$ cat config.mk
export PLATFORM = sky130hd
export DESIGN_NAME = cfgport_bridge
export DESIGN_NICKNAME = d
export VERILOG_FILES = /design/src/rtl/cfgport_pkg.sv /design/src/rtl/cfgport_latch.sv /design/src/rtl/cfgport_target.sv /design/src/rtl/cfgport_seq.sv /design/src/rtl/cfgport_bridge.sv
export SDC_FILE = /design/constraint.sdc
export NUM_CORES = 1
export LEC_CHECK = 0
export ABC_AREA = 1
export BUFFER_PORTS_ARGS = -buffer_cell sky130_fd_sc_hd__buf_2
export CORE_MARGIN = 2
export CORE_UTILIZATION = 54
export DETAILED_ROUTE_END_ITERATION = 7
export GPL_TIMING_DRIVEN = 0
export MAX_ROUTING_LAYER = met4
export PLACE_DENSITY = 0.85
export SETUP_SLACK_MARGIN = 0.4
export SYNTH_ARGS = -nofsm -noshare
export SYNTH_HDL_FRONTEND = slang
export SYNTH_SLANG_ARGS = --single-unit
$ cat constraint.sdc
create_clock -name clk -period 2.7 [get_ports clk]
set_input_delay 0 -clock clk [delete_from_list [all_inputs] [get_ports clk]]
set_output_delay 0 -clock clk [all_outputs]
set_load 0.01 [all_outputs]
$ cat src/rtl/cfgport_pkg.sv
package cfgport_pkg;

  localparam int DATA_W  = 32;
  localparam int EN_BIT  = 31;
  localparam int MAX_LEN = 4;

  typedef enum logic [1:0] {ST_IDLE, ST_REQ, ST_RSP, ST_DONE} cfg_st_t;

  typedef struct packed {
    logic              write;
    logic [7:0]        bus;
    logic [7:0]        devfn;
    logic [7:0]        off;
    logic [2:0]        len;
    logic [DATA_W-1:0] wdata;
  } cfg_req_t;

  // lane bits are ORed into the latched offset, then masked to the space
  function automatic logic [7:0] merge_off(logic [7:0] base, logic [1:0] lane, int space);
    return (base | {6'b0, lane}) & 8'(space - 1);
  endfunction

  function automatic logic [2:0] sat_len(logic [2:0] l);
    return (l > 3'(MAX_LEN)) ? 3'(MAX_LEN) : l;
  endfunction

  // bytes that fit before the end of configuration space
  function automatic logic [2:0] fit_len(logic [7:0] off, logic [2:0] l, int space);
    logic [9:0] room;
    room = 10'(space) - {2'b0, off};
    if (room < {7'b0, sat_len(l)}) return room[2:0];
    return sat_len(l);
  endfunction

endpackage

$ cat src/rtl/cfgport_latch.sv
module cfgport_latch
  import cfgport_pkg::*;
(
  input  logic              clk,
  input  logic              rst_n,
  input  logic              we,
  input  logic [DATA_W-1:0] wdata,
  output logic [DATA_W-1:0] q
);

  always_ff @(posedge clk) begin
    if (!rst_n)  q <= '0;
    else if (we) q <= wdata;
  end

  AST_LATCH_LOAD: assert property (@(posedge clk) disable iff (!rst_n)
    $past(we) |-> q == $past(wdata));
  AST_LATCH_HOLD: assert property (@(posedge clk) disable iff (!rst_n)
    !we |=> $stable(q));

endmodule

$ cat src/rtl/cfgport_target.sv
module cfgport_target
  import cfgport_pkg::*;
#(
  parameter int CFG_SPACE = 256
)(
  input  logic [23:0]       lat_lo,
  input  logic [1:0]        lane,
  input  logic [2:0]        len,
  input  logic              write,
  input  logic [DATA_W-1:0] wdata,
  output cfg_req_t          tgt
);

  logic [7:0] off_m;

  always_comb begin
    off_m     = merge_off(lat_lo[7:0], lane, CFG_SPACE);
    tgt.write = write;
    tgt.bus   = lat_lo[23:16];
    tgt.devfn = lat_lo[15:8];
    tgt.off   = off_m;
    tgt.len   = fit_len(off_m, len, CFG_SPACE);
    tgt.wdata = wdata;
  end

endmodule

$ cat src/rtl/cfgport_seq.sv
module cfgport_seq
  import cfgport_pkg::*;
(
  input  logic              clk,
  input  logic              rst_n,
  input  logic              hst_valid,
  input  logic              hst_write,
  input  logic              hst_sel,
  input  logic [1:0]        hst_off,
  input  logic [2:0]        hst_len,
  input  logic [DATA_W-1:0] lat_q,
  input  cfg_req_t          tgt,
  output logic              lat_we,
  output logic              hst_ready,
  output logic [DATA_W-1:0] hst_rdata,
  output logic              req_valid,
  output cfg_req_t          req_q,
  input  logic              req_ready,
  input  logic              rsp_valid,
  input  logic              rsp_present,
  input  logic [DATA_W-1:0] rsp_rdata
);

  cfg_st_t           st;
  logic [DATA_W-1:0] rdata_q;
  logic              idle_take;
  logic              rsp_take;
  logic              en;

  assign en        = lat_q[EN_BIT];
  assign idle_take = (st == ST_IDLE) && hst_valid;
  assign rsp_take  = (st == ST_RSP) && rsp_valid;
  assign lat_we    = idle_take && !hst_sel && hst_write &&
                     (hst_off == 2'd0) && (hst_len == 3'(MAX_LEN));
  assign req_valid = (st == ST_REQ);
  assign hst_ready = (st == ST_DONE);
  assign hst_rdata = rdata_q;

  always_ff @(posedge clk) begin
    if (!rst_n) begin
      st      <= ST_IDLE;
      rdata_q <= '0;
      req_q   <= '0;
    end else begin
      unique case (st)
        ST_IDLE: if (hst_valid) begin
          if (!hst_sel) begin
            rdata_q <= lat_q;
            st      <= ST_DONE;
          end else if (!en) begin
            rdata_q <= '1;
            st      <= ST_DONE;
          end else begin
            req_q <= tgt;
            st    <= ST_REQ;
          end
        end
        ST_REQ:  if (req_ready) st <= ST_RSP;
        ST_RSP:  if (rsp_valid) begin
          rdata_q <= rsp_present ? rsp_rdata : '1;
          st      <= ST_DONE;
        end
        default: st <= ST_IDLE;
      endcase
    end
  end

  AST_REQ_HOLD: assert property (@(posedge clk) disable iff (!rst_n)
    req_valid && !req_ready |=> req_valid && $stable(req_q));
  AST_DONE_PULSE: assert property (@(posedge clk) disable iff (!rst_n)
    hst_ready |=> !hst_ready);
  AST_ABSENT_ONES: assert property (@(posedge clk) disable iff (!rst_n)
    rsp_take && !rsp_present |=> hst_ready && hst_rdata == '1);
  AST_DIS_NO_REQ: assert property (@(posedge clk) disable iff (!rst_n)
    idle_take && hst_sel && !en |=> !req_valid && hst_rdata == '1);

endmodule

$ cat src/rtl/cfgport_bridge.sv
module cfgport_bridge
  import cfgport_pkg::*;
#(
  parameter int CFG_SPACE = 256,
  localparam int OFF_W = $clog2(CFG_SPACE)
)(
  input  logic              clk,
  input  logic              rst_n,
  input  logic              hst_valid,
  input  logic              hst_write,
  input  logic              hst_sel,
  input  logic [1:0]        hst_off,
  input  logic [2:0]        hst_len,
  input  logic [31:0]       hst_wdata,
  output logic              hst_ready,
  output logic [31:0]       hst_rdata,
  output logic              cfg_req_valid,
  input  logic              cfg_req_ready,
  output logic              cfg_req_write,
  output logic [7:0]        cfg_req_bus,
  output logic [7:0]        cfg_req_devfn,
  output logic [OFF_W-1:0]  cfg_req_off,
  output logic [2:0]        cfg_req_len,
  output logic [31:0]       cfg_req_wdata,
  input  logic              cfg_rsp_valid,
  input  logic              cfg_rsp_present,
  input  logic [31:0]       cfg_rsp_rdata
);

  logic [DATA_W-1:0] lat_q;
  logic              lat_we;
  cfg_req_t          tgt;
  cfg_req_t          req_q;

  cfgport_latch u_latch (
    .clk(clk), .rst_n(rst_n), .we(lat_we), .wdata(hst_wdata), .q(lat_q)
  );

  cfgport_target #(.CFG_SPACE(CFG_SPACE)) u_target (
    .lat_lo(lat_q[23:0]), .lane(hst_off), .len(hst_len),
    .write(hst_write), .wdata(hst_wdata), .tgt(tgt)
  );

  cfgport_seq u_seq (
    .clk(clk), .rst_n(rst_n),
    .hst_valid(hst_valid), .hst_write(hst_write), .hst_sel(hst_sel),
    .hst_off(hst_off), .hst_len(hst_len),
    .lat_q(lat_q), .tgt(tgt), .lat_we(lat_we),
    .hst_ready(hst_ready), .hst_rdata(hst_rdata),
    .req_valid(cfg_req_valid), .req_q(req_q), .req_ready(cfg_req_ready),
    .rsp_valid(cfg_rsp_valid), .rsp_present(cfg_rsp_present),
    .rsp_rdata(cfg_rsp_rdata)
  );

  assign cfg_req_write = req_q.write;
  assign cfg_req_bus   = req_q.bus;
  assign cfg_req_devfn = req_q.devfn;
  assign cfg_req_off   = req_q.off[OFF_W-1:0];
  assign cfg_req_len   = req_q.len;
  assign cfg_req_wdata = req_q.wdata;

  AST_REQ_ENABLED: assert property (@(posedge clk) disable iff (!rst_n)
    cfg_req_valid |-> lat_q[EN_BIT]);
  AST_LEN_CLAMP: assert property (@(posedge clk) disable iff (!rst_n)
    cfg_req_valid |-> (cfg_req_len <= 3'(MAX_LEN)) &&
      (int'(cfg_req_off) + int'(cfg_req_len) <= CFG_SPACE));
  AST_RESET_IDLE: assert property (@(posedge clk)
    !rst_n |=> !cfg_req_valid && !hst_ready && lat_q == '0);

endmodule

# --- After elaboration in Yosys (flattened, before gate mapping) ---
# Index checks and enable logic that the tools add are counted.
totals:
  register_bits: 126
classes:
  n_reduce_logical: 12
  add_sub_neg: 1
  n_lt_le_gt_ge: 2
  n_eq_ne: 8
  mux: 16
  n_bitwise: 1
op_table:
  columns: ["operator", "n"]
  rows:
  - ["2-to-1 mux 32 bit", 5]
  - ["case mux 32 bit (2 select lines)", 1]
  - ["< comparator 10 x 3 -> 1 bit", 1]
  - ["2-to-1 mux 2 bit", 5]
  - ["subtractor 9 x 8 -> 10 bit (first input constant)", 1]
  - ["2-to-1 mux 3 bit", 3]
  - ["OR 8 x 2 -> 8 bit", 1]
  - ["AND reduction 4 bit", 2]
  - ["case mux 2 bit (3 select lines)", 1]
  - ["logical AND 1 bit", 5]
  - ["== test 2 bit (second input constant)", 2]
  - ["zero test 2 bit", 2]
  - ["inequality test 2 bit (second input constant)", 2]
  - ["== test 3 bit (second input constant)", 1]
  - ["greater-than comparator 3 bit (second input constant)", 1]
  - ["inequality test 3 bit (second input constant)", 1]
  - ["AND reduction 3 bit", 1]
  - ["== test 2 x 1 -> 1 bit (second input constant)", 1]
  - ["inequality test 2 x 1 -> 1 bit (second input constant)", 1]
  - ["nonzero test 2 bit", 1]
  - ["zero test 1 bit", 1]
  - ["2-to-1 mux 1 bit", 1]

# --- Depth between registers and ports, before layout ---
# Gate-level depths: netlist of run 1.
logic_depth:
  word_depth: 6
  mapped_depth: 13

# --- Hierarchy ---
# From an unflattened synthesis of run 1, not the netlist that was laid out.
unflattened:
  cells_unflattened: 912
  hier_area_um2: 6094.6
by_module_without_submodules:
  columns: ["module", "cells_per_inst", "n_inst", "seq_area_each_um2", "area_each_um2"]
  rows:
  - ["cfgport_seq", 616, 1, 1881.8, 4132.7]
  - ["cfgport_latch", 202, 1, 640.6, 1335.0]
  - ["cfgport_target", 94, 1, 0.0, 626.9]

# --- Least setup slack after synthesis of run 1 ---
# OpenSTA, ideal clock, no wires.
synth_timing:
  path_type: "reg2reg"
  from: "register u_latch.q[0]"
  to: "register u_seq.req_q[33] (netlist name)"
  setup_slack_ps: 915
  arrival_time_ps: 1676
  setup_time_ps: 109
  required_ps: 2591
  stages_incl_launch_ff: 13
  cell_sequence: "dfxtp_1 > nor2_1 > ha_1 > xnor2_1 > ha_1 > nor3_1 > nand2_1 > nor2_1 > nand2_1 > nand2_1 > nand3_1 > nand2_1 > inv_1"
synth_via:
  elab_chain_cells: 5
  word_cells_on_any_way: 6
synth_lines:
  columns: ["item", "line_no", "rtl"]
  rows:
  - ["start: declaration", "cfgport_latch.sv:8", "output logic [DATA_W-1:0] q"]
  - ["start signal: assignment", "cfgport_latch.sv:13", "else if (we) q <= wdata;"]
  - ["OR 8 x 2 -> 8 bit *", "cfgport_pkg.sv:20", "return (base | {6'b0, lane}) & 8'(space - 1);"]
  - ["subtractor 9 x 8 -> 10 bit *", "cfgport_pkg.sv:30", "room = 10'(space) - {2'b0, off};"]
  - ["< comparator 10 x 3 -> 1 bit", "cfgport_pkg.sv:31", "if (room < {7'b0, sat_len(l)}) return room[2:0];"]
  - ["2-to-1 mux 1 bit", "cfgport_pkg.sv:31", null]
  - ["2-to-1 mux 3 bit *", "cfgport_pkg.sv:32", "return sat_len(l);"]
# Mark *: on every way between the ends. The rest lies on a longest branch, timed or not. The select of a mux whose other input is x is not followed.
# A chain may end at the register's enable or synchronous reset.

# --- Worst setup path in the final report of run 1 ---
layout_timing:
  from: "register u_latch.q[0]"
  to: "register u_seq.req_q[32] (netlist name)"
layout_via:
  elab_chain_cells: 5
  word_cells_on_any_way: 6
layout_lines:
  columns: ["item", "line_no"]
  rows:
  - ["OR 8 x 2 -> 8 bit *", "cfgport_pkg.sv:20"]
  - ["subtractor 9 x 8 -> 10 bit *", "cfgport_pkg.sv:30"]
  - ["< comparator 10 x 3 -> 1 bit", "cfgport_pkg.sv:31"]
  - ["2-to-1 mux 1 bit", "cfgport_pkg.sv:31"]
  - ["2-to-1 mux 3 bit *", "cfgport_pkg.sv:32"]
# Marks and branches as above.

==> results of run 1 <==
==> where the power goes <==
group          switching, mW  total, mW  internal, mW
sequential             0.116       2.17          2.06
combinational          0.855       1.43         0.578
clock                  0.825       2.18          1.35
==> final cells by class <==
type / count / area share (%)
Buffer: 49 / 3.27
Timing Repair Buffer: 243 / 21.7
Tap cell: 111 / 1.90
Multi-Input combinational cell: 453 / 29.5
Clock inverter: 10 / 1.56
Sequential cell: 126 / 34.6
Inverter: 25 / 1.29
Clock buffer: 21 / 6.15
==> cell families after synthesis <==
| group | share of synthesized area, % |
|---|---|
| fa+ha+maj | 1.75 |
| compound gates | 24.2 |
| simple gates | 16.8 |
| xor+xnor | 0.175 |
| flops | 50.4 |
| buf+inv | 6.64 |
==> cells in the mapped netlist <==
library cell  count
nor2_1          181
clkbuf_1         36
a31oi_1          32
nand2_1          18
buf_2             5
nor3_4            1
a21oi_1           9
nand3_1           7
xnor2_1           1
ha_1              7
dfxtp_1         126
a22oi_1           1
buf_6             5
inv_1            22
o21ai_0         127
nand3_2           1
nor3_1            2
inv_2             3
o21ai_1          61
nor2_2            1
nand4_1           1
o22ai_2           1
buf_4             3
a21o_1            1
nor4_2            1
==> tightest hold or removal path: stages <==
cell     delay, ns
buf_2         0.09
o22ai_2       0.07
inv_1         0.06
o21ai_0       0.13
nand2_1       0.08
a21oi_1       0.06
==> cells in the final DEF (no fill, tap or decap), types with 2 or more instances in the layout <==
cell           netlist  final
nor2_1             181    180
buf_2                5    174
o21ai_0            127    127
dfxtp_1            126    126
dlygate4sd3_1        0     74
o21ai_1             61     61
clkbuf_1            36     38
a31oi_1             32     32
inv_1               22     22
nand2_1             18     18
clkbuf_16            0     16
a21oi_1              9      9
nand3_1              7      7
ha_1                 7      7
buf_6                5      5
clkinvlp_4           0      4
inv_2                3      3
buf_4                3      3
clkbuf_8             0      3
clkinv_2             0      3
nor2_2               1      2
nor3_1               2      2
bufinv_16            0      2
==> per-stage QoR <==
stage	total power, mW	util [%]	setup WS [ns]	instances	instance area [um^2]
2_1_floorplan	3.02	-	0.915	653	5010
3_3_place_gp	3.43	65.8	0.715	933	5990
3_5_place_dp	3.49	65.8	0.648	933	5990
4_1_cts	5.73	80.1	0.635	1038	7300
5_1_grt	6.02	80.1	0.406	1038	7300
6_report	5.78	80.1	0.641	1038	7300
==> what timing repair did <==
action / in CTS / in global routing
resized for setup: 0 / 1
hold endpoints to repair: 104 / 0
hold buffers: 74 / 0
endpoints found under the setup margin: 0 / 3
==> layer usage <==
metal  routed length [um]  GRT usage, %  up-vias
met2                 8510          59.6      379
li1                     -             -     2726
met3                 1350          5.71       74
met5                    0             -        -
met1                 7040          41.6     2685
met4                  737          17.4        0
==> worst paths after layout <==
kind	start	to	cells after the start	slack, ns
setup / recovery	u_latch.q[0]	u_seq.req_q[32]	12	0.64
hold / removal	cfg_rsp_valid	u_seq.st[0]	6	0.03
setup reg to reg	u_latch.q[0]	u_seq.req_q[32]	12	0.64
hold reg to reg	u_latch.q[27]	u_latch.q[27]	2	0.48
==> sequential cells by signal (all words and copies together) (netlist names) <==
signal	count
u_latch.q	32
u_seq.hst_rdata	32
u_seq.req_q	60
u_seq.st	2
==> metrics.txt, run 1 <==
run status=finished, final reports clean; Sink Count=126; max-cap violation count=0; dominant cell type by area after synthesis=dfxtp_1; fin. max-slew vios=0; flops & latches, synth=126; vias in the first global route=5686; layout cell share with drive strength beyond 1=23.7%; HP Class=input port to flip-flop; GRT Overall Usage=35.6%; Crit path max-delay family=simple AND/OR/NAND/NOR gates; post-route ant nets=0; Worst-Skew Late Latency=0.52 ns; Cells after Synth=653; Core ar.=9110 um^2; CTS tree=yes; Sequential Area=2520 um^2; Vias=5864; 1st-iter DRT viols=487; Chip Width=100 um; largest stage delay on the critical path=0.35 ns; critical path arrival=2.48 ns; largest net degree at the start of global routing=17; average wire per standard cell=17.0 um; total CTS buffers=17; LEAKAGE=3.43 nW; Final #Nets=999; crit path cell chain=nor2_2 -> ha_1 -> xnor2_1 -> ha_1 -> nor3_1 -> nand2_1 -> nor2_1 -> nand2_1 -> nand2_1 -> nand3_1 -> nand2_1 -> inv_1; Setup Fix Bufs, Post-CTS=0; std cell rows=35; CTS HTree Levels=4; PwrDens=792 nW/um^2; Fin Setup TNS=0 ns; Reg clk slew, reported paths=0.06 ns; CTS root buf=clkbuf_8; Worst Skew=0.00759 ns; Remaining Overflow, GRT=0; Worst-Margin Slew=0.672 ns; P&R area growth vs syn=45.7%; multi-input logic area=2160 um^2; post-synthesis sequential area ratio=50.4%; Fin Hold WS=0.0261 ns; first-pass GRT wire length=27200 um; # diodes=0; final hold vios=0; Worst EP required=3.12 ns; CP max FO=4; most frequent CP cell=nand2_1; Post-route DRC=0; Fillers=581; via/cell ratio=5.65; synth unique cells=25; largest cells by area after synthesis=dfxtp_1, nor2_1, o21ai_0, o21ai_1, a31oi_1; Vert. Die Dim=100 um; Mapped Area=5010 um^2; DPL Wire Length=11200 um; Startpoint Class=flip-flop; RePlAce Congestion=0.894; relative slew slack=55.2%; share of the synthesized area in the top cell type=50.4%; post-synth net total=737; TritonRoute pass-1 iters=6; worst-path cell with the longest stage delay=dfxtp_1; I/O pin count=171; Max Clk Rate=486 MHz; Die ar.=10100 um^2; Synth Area per Inst=7.67 um^2; buffers plus inverters on the worst setup path=1; clk buf depth=2; CP Class=flip-flop to flip-flop; Worst Setup End Kind=flip-flop; peak supply drop=0.519 mV; Initial Utilization=55.0%; final wirelength=17600 um; RSZ-0062 raised after global routing=no; initial antenna violation count=0; synth warn=0; final setup vio count=0; Period Utilization, post-route=76.3%; Port Buffer Count=169; Final min period=2.06 ns
Power figures use the tool's default switching activity.
==> inputs of run 2 (changes only) <==
ABC_AREA = 0   (was 1)
CORE_UTILIZATION = 45   (was 54)
PLACE_DENSITY = 0.75   (was 0.85)
clock period = 1.8 ns   (was 2.7 ns; I/O delays follow)
==> metrics.txt, run 2 <==
run status=finished, violations left (was finished, final reports clean); violations in the final reports=negative setup slack; initial antenna violation count=0 (unchanged); PwrDens=1190 nW/um^2 (was 792 nW/um^2); Period Utilization, post-route=123% (was 76.3%); 1st-iter DRT viols=608 (was 487); CP Class=flip-flop to flip-flop (unchanged); Port Buffer Count=169 (unchanged); Detail Route met2 WL=11800 um (was 8510 um); Final Power=11.5 mW (was 5.78 mW); Worst Setup End Kind=flip-flop (unchanged); Synth Area in XOR/XNOR=0.172% (was 0.175%); Cells after Synth=596 (was 653); Core ar.=10900 um^2 (was 9110 um^2); HP Class=input port to flip-flop (unchanged); post-synthesis sequential area ratio=49.4% (was 50.4%); R2R Setup Slk=-0.42 ns (was 0.64 ns); Worst-Skew Late Latency=0.43 ns (was 0.52 ns); critical path arrival=2.51 ns (was 2.48 ns); Primary FF master, synth=dfxtp_1 (unchanged); peak supply drop=1.29 mV (was 0.519 mV); dominant cell type by area after synthesis=dfxtp_1 (unchanged); TritonRoute pass-1 iters=6 (unchanged); Post-route DRC=0 (unchanged); I/O pin count=171 (unchanged); post-layout util=88.3% (was 80.1%); synth unique cells=33 (was 25); total CTS buffers=17 (unchanged); worst hold endpoint=u_seq.hst_rdata[30] (was u_seq.st[0]); max-cap violation count=0 (unchanged); Hold Crit Start=hst_sel (was cfg_rsp_valid); CTS HTree Levels=4 (unchanged); final setup margin=-0.419 ns (was 0.641 ns); Remaining Overflow, GRT=0 (unchanged); P&R area growth vs syn=89.2% (was 45.7%); Final #Nets=981 (was 999); largest net degree at the start of global routing=17 (unchanged); Vias=6247 (was 5864); largest cells by area after synthesis=dfxtp_1, a21boi_0, nand2_1, o221ai_1, clkbuf_1 (was dfxtp_1, nor2_1, o21ai_0, o21ai_1, a31oi_1); most common cell after layout, fill and taps aside=buf_2 (was nor2_1); post-route ant nets=0 (unchanged); post-synth net total=680 (was 737); Top Metal Used=met4 (unchanged); via/cell ratio=5.95 (was 5.65); DPL Wire Length=12300 um (was 11200 um); most frequent cells in the layout=buf_2, dfxtp_1, nand2_1 (was nor2_1, buf_2, o21ai_0); adder-cell share of the synthesized area=1.72% (was 1.75%); main combinational cell family by area after synthesis=compound AO/OA/AOI/OAI gates (unchanged); Area after DPL=6550 um^2 (was 5990 um^2); worst r2r src=u_latch.q[0] (unchanged); CTS tree=yes (unchanged); mux share of post-synthesis cell area=0.588% (was 0%); final hold vios=0 (unchanged); simple-gate share of the synthesized area=18.6% (was 16.8%); relative slew slack=54.7% (was 55.2%); Worst Skew=0.00667 ns (was 0.00759 ns); cell area after layout=9660 um^2 (was 7300 um^2); synth warn=0 (unchanged); EDFF count, synth=0 (unchanged); flops & latches, synth=126 (unchanged); synth cell count leaders=nand2_1, dfxtp_1, a21boi_0 (was nor2_1, o21ai_0, dfxtp_1); Worst-Margin Slew=0.679 ns (was 0.672 ns); Initial Utilization=46.7% (was 55.0%); CP max FO=4 (unchanged); std cell rows=38 (was 35); count leader, synth=nand2_1 (was nor2_1); Largest register FFs=60 (unchanged); asr flop ratio synth=0% (unchanged); Reg-to-Reg End=u_seq.req_q[33] (was u_seq.req_q[32]); Worst EP required=2.10 ns (was 3.12 ns); Chip Width=111 um (was 100 um); Vert. Die Dim=111 um (was 100 um); Max Clk Rate=451 MHz (was 486 MHz); WL met1=9010 um (was 7040 um); vias in the first global route=6129 (was 5686); final wirelength=24800 um (was 17600 um); Final min period=2.22 ns (was 2.06 ns); clk buf depth=2 (unchanged); share of the synthesized area in the top cell type=49.4% (was 50.4%); Compound-Gate Fraction of Synth Area=25.7% (was 24.2%); first-pass GRT wire length=32500 um (was 27200 um); Mapped Area=5100 um^2 (was 5010 um^2); RePlAce Congestion=0.929 (was 0.894); average wire per standard cell=23.6 um (was 17.0 um); Sink Count=126 (unchanged); R2R depth=6 (was 12); RSZ-0062 raised after global routing=yes (was no); Die ar.=12200 um^2 (was 10100 um^2); Biggest register=u_seq.req_q (unchanged); Reg clk slew, reported paths=0.06 ns (about the same); Startpoint Class=flip-flop (unchanged); layout cell share with drive strength beyond 1=57.6% (was 23.7%); fin. max-slew vios=0 (unchanged); final setup vio count=3 (was 0); CTS root buf=clkbuf_16 (was clkbuf_8); Synth Area per Inst=8.57 um^2 (was 7.67 um^2); LEAKAGE=4.11 nW (was 3.43 nW); # diodes=0 (unchanged); Fin Setup TNS=-1.23 ns (was 0 ns); Setup WS pre-CTS=-0.360 ns (was 0.648 ns); Met3 Routed Length=2240 um (was 1350 um); hold depth=3 (was 6); GRT Overall Usage=34.5% (was 35.6%)
==> run 2: worst max path at each step <==
stage,start,to,slack [ns],cells past startpoint
3_3_place_gp,u_latch.q[1],u_seq.req_q[34],-0.35,9
5_1_grt,u_latch.q[1],u_seq.req_q[34],-0.42,9
3_5_place_dp,u_latch.q[1],u_seq.req_q[32],-0.36,9
4_1_cts,u_latch.q[0],u_seq.req_q[32],-0.27,5
2_1_floorplan,u_latch.q[0],u_seq.req_q[32],-0.16,5
6_report,u_latch.q[0],u_seq.req_q[33],-0.42,6
==> run 2: critical path: stages, from the launching register on <==
cell      delay, ns
dfxtp_4        0.37
or4_4          0.56
or4_4          0.45
a211oi_4       0.32
buf_4          0.17
or2_1          0.10
a31oi_1        0.11
==> run 2: kinds of logic after synthesis <==
group,after synthesis
AO/OA/AOI/OAI,169
adder cells (fa/ha/maj),7
XOR/XNOR,1
buffers and inverters,52
multiplexers,3
flip-flops,126
AND/OR/NAND/NOR,238
==> run 2: timing repair <==
action | 4_1_cts | 5_1_grt
resized for setup | 286 | 120
pin swaps | 139 | 47
setup buffers | 17 | 7
cloned | 14 | 6
endpoints found under the setup margin | 126 | 126
hold buffers | 69 | 0
endpoints found under the hold margin | 101 | 0
==> run 2: final cells by class <==
type,instances,area (um^2)
multi-input cells,418,3560
flip-flops and latches,126,2540
repair buffers,282,2060
fillers,449,1280
plain buffers,47,659
clock buffers,22,484
well taps,140,175
clock inverters,10,159
inverters,5,23.8
==> run 2: power breakdown <==
group | total (mW) | internal [mW] | switching, mW
logic | 4.29 | 2.10 | 2.19
registers | 3.35 | 3.12 | 0.223
clock network | 3.82 | 2.46 | 1.36
total | 11.5 | 7.68 | 3.77
==> run 2: routing by layer <==
layer,track usage [%],vias up
li1,-,2646
met1,39.4,2962
met2,58.6,469
met3,7.68,170
met4,14.2,0
met5,-,-
==> run 2: stage by stage <==
stage | hold WS, ns | instances
after floorplan | 0.127 | 596
after global placement | 0.259 | 905
after detailed placement | 0.266 | 905
after CTS | 0.0118 | 1037
after global routing | 0.0342 | 1050
final | 0.0331 | 1050
==> inputs of run 3 (changes only) <==
PLACE_DENSITY = unset   (was 0.75)
PLACE_DENSITY_LB_ADDON = 0.2   (was unset)
==> metrics.txt, run 3 (same netlist as run 2, synthesis figures left out) <==
TritonRoute pass-1 iters=5 (was 6); CP max FO=4 (unchanged); via/cell ratio=5.94 (was 5.95); Final min period=2.22 ns (about the same); Reg clk slew, reported paths=0.06 ns (about the same); first-pass GRT wire length=31800 um (was 32500 um); most common cell after layout, fill and taps aside=buf_2 (unchanged); Worst Setup End Kind=flip-flop (unchanged); relative slew slack=54.7% (about the same); Vias=6214 (was 6247); total CTS buffers=17 (unchanged); post-layout util=88.5% (was 88.3%); largest stage delay on the critical path=0.37 ns (was 0.56 ns); DPL Wire Length=12300 um (about the same); RePlAce Congestion=0.896 (was 0.929); GRT Overall Usage=34.0% (was 34.5%); Biggest register=u_seq.req_q (unchanged); hold depth=3 (unchanged); Reg-to-Reg End=u_seq.req_q[34] (was u_seq.req_q[33]); CP Class=flip-flop to flip-flop (unchanged); Worst-Margin Slew=0.680 ns (was 0.679 ns); LEAKAGE=4.11 nW (about the same); Area after DPL=6550 um^2 (unchanged); Worst EP required=2.10 ns (about the same); CTS root buf=clkbuf_16 (unchanged); std cell rows=38 (unchanged); CTS tree=yes (unchanged); vias in the first global route=5970 (was 6129); final setup vio count=3 (unchanged); Initial Utilization=46.7% (unchanged); final hold vios=0 (unchanged); most frequent cells in the layout=buf_2, dfxtp_1, nand2_1 (unchanged); critical path arrival=2.52 ns (was 2.51 ns); Final Power=12.2 mW (was 11.5 mW); Chip Width=111 um (unchanged); max-cap violation count=0 (unchanged); Post-Layout Cell Count=1047 (was 1050); final wirelength=24800 um (about the same); worst r2r src=u_latch.q[0] (unchanged); HP Class=input port to flip-flop (unchanged); # diodes=0 (unchanged); cell total after placement=905 (unchanged); Period Utilization, post-route=123% (about the same); Fillers=445 (was 449); Core ar.=10900 um^2 (unchanged); Final #Nets=979 (was 981); worst-path cell with the longest stage delay=dfxtp_4 (was or4_4); final setup margin=-0.419 ns (about the same); Die ar.=12200 um^2 (unchanged); I/O pin count=171 (unchanged); run status=finished, violations left (unchanged); Vert. Die Dim=111 um (unchanged); Largest register FFs=60 (unchanged); violations in the final reports=negative setup slack (unchanged); post-route ant nets=0 (unchanged); Worst Skew=0.00794 ns (was 0.00667 ns); Hold Crit Start=hst_sel (unchanged); R2R depth=9 (was 6); P&R area growth vs syn=89.6% (was 89.2%); peak supply drop=1.32 mV (was 1.29 mV); clk buf depth=2 (unchanged); largest net degree at the start of global routing=17 (unchanged); layout cell share with drive strength beyond 1=53.4% (was 57.6%); Post-route DRC=0 (unchanged); PwrDens=1260 nW/um^2 (was 1190 nW/um^2); Sink Count=126 (unchanged); Port Buffer Count=169 (unchanged); average wire per standard cell=23.7 um (was 23.6 um); Setup WS pre-CTS=-0.394 ns (was -0.360 ns); initial antenna violation count=0 (unchanged); worst hold endpoint=u_seq.hst_rdata[30] (unchanged); Max Clk Rate=451 MHz (about the same); Remaining Overflow, GRT=0 (unchanged); crit path cell chain=nor2_4 -> ha_4 -> xnor2_2 -> ha_2 -> and2b_2 -> nand4_1 -> a211oi_4 -> mux2i_1 -> a21oi_1 (was or4_4 -> or4_4 -> a211oi_4 -> buf_4 -> or2_1 -> a31oi_1); Worst-Skew Late Latency=0.43 ns (about the same); Startpoint Class=flip-flop (unchanged); 1st-iter DRT viols=635 (was 608); R2R Setup Slk=-0.42 ns (about the same); RSZ-0062 raised after global routing=yes (unchanged); cell area after layout=9680 um^2 (was 9660 um^2); fin. max-slew vios=0 (unchanged); CTS HTree Levels=4 (unchanged)
-- run 3: cell count changes in the layout (fill, tap and decap cells not counted), sizes merged --
cell | before | now
bufinv | 4 | 8
clkbuf | 66 | 62
clkinv | 4 | 3
clkinvlp | 2 | 1
dlygate4sd3 | 69 | 68
-- run 3: routing by layer --
layer | part of all wire (%) | GRT usage, % | up-vias
met5 | 0 | - | -
met4 | 6.6 | 13.9 | 0
met3 | 8.0 | 9.44 | 156
met2 | 48 | 57.1 | 457
met1 | 37 | 38.3 | 2967
li1 | - | - | 2634
-- run 3: cell type report --
| cell class | instances | area, um^2 | area share [%] |
|---|---|---|---|
| multi-input cells | 418 | 3540 | 36.6 |
| flip-flops and latches | 126 | 2530 | 26.2 |
| inverters | 5 | 21.3 | 0.220 |
| plain buffers | 47 | 641 | 6.62 |
| well taps | 140 | 175 | 1.81 |
| clock buffers | 19 | 453 | 4.68 |
| repair buffers | 280 | 2050 | 21.2 |
| clock inverters | 12 | 263 | 2.71 |
-- run 3: worst max path at each step --
| stage | startpoint | end | cells after the start |
|---|---|---|---|
| after floorplan | u_latch.q[0] | u_seq.req_q[32] | 5 |
| after global placement | u_latch.q[1] | u_seq.req_q[32] | 9 |
| after detailed placement | u_latch.q[1] | u_seq.req_q[32] | 9 |
| after CTS | u_latch.q[0] | u_seq.req_q[33] | 6 |
| after global routing | u_latch.q[0] | u_seq.req_q[34] | 5 |
| final | u_latch.q[0] | u_seq.req_q[34] | 9 |
-- run 3: report_power, final --
part           internal, mW  switching (mW)  total, mW
sequential             3.12           0.228       3.35
combinational          2.27            2.25       4.52
clock                  2.93            1.36       4.29
-- run 3: per-stage QoR --
step	TNS [ns]	hold slack [ns]
floorplan	-0.355	0.127
global placement	-0.960	0.263
detailed placement	-1.04	0.265
CTS	-0.780	0.0115
global route	-1.22	0.0650
finish	-1.19	0.0478
-- run 3: critical path, delay by kind of cell, from the launching register on --
kind / cells / cell delay, ns
simple gates: 3 / 0.56
compound gates: 2 / 0.41
fa+ha+maj: 2 / 0.39
flops: 1 / 0.37
mux: 1 / 0.28
xor+xnor: 1 / 0.08
-- run 3: what timing repair did --
item	CTS	global route
gates cloned	16	1
pin swaps	117	37
hold buffers	68	0
hold endpoints to repair	100	0
buffers inserted	18	8
gates resized for setup	242	138
setup endpoints to repair	124	126
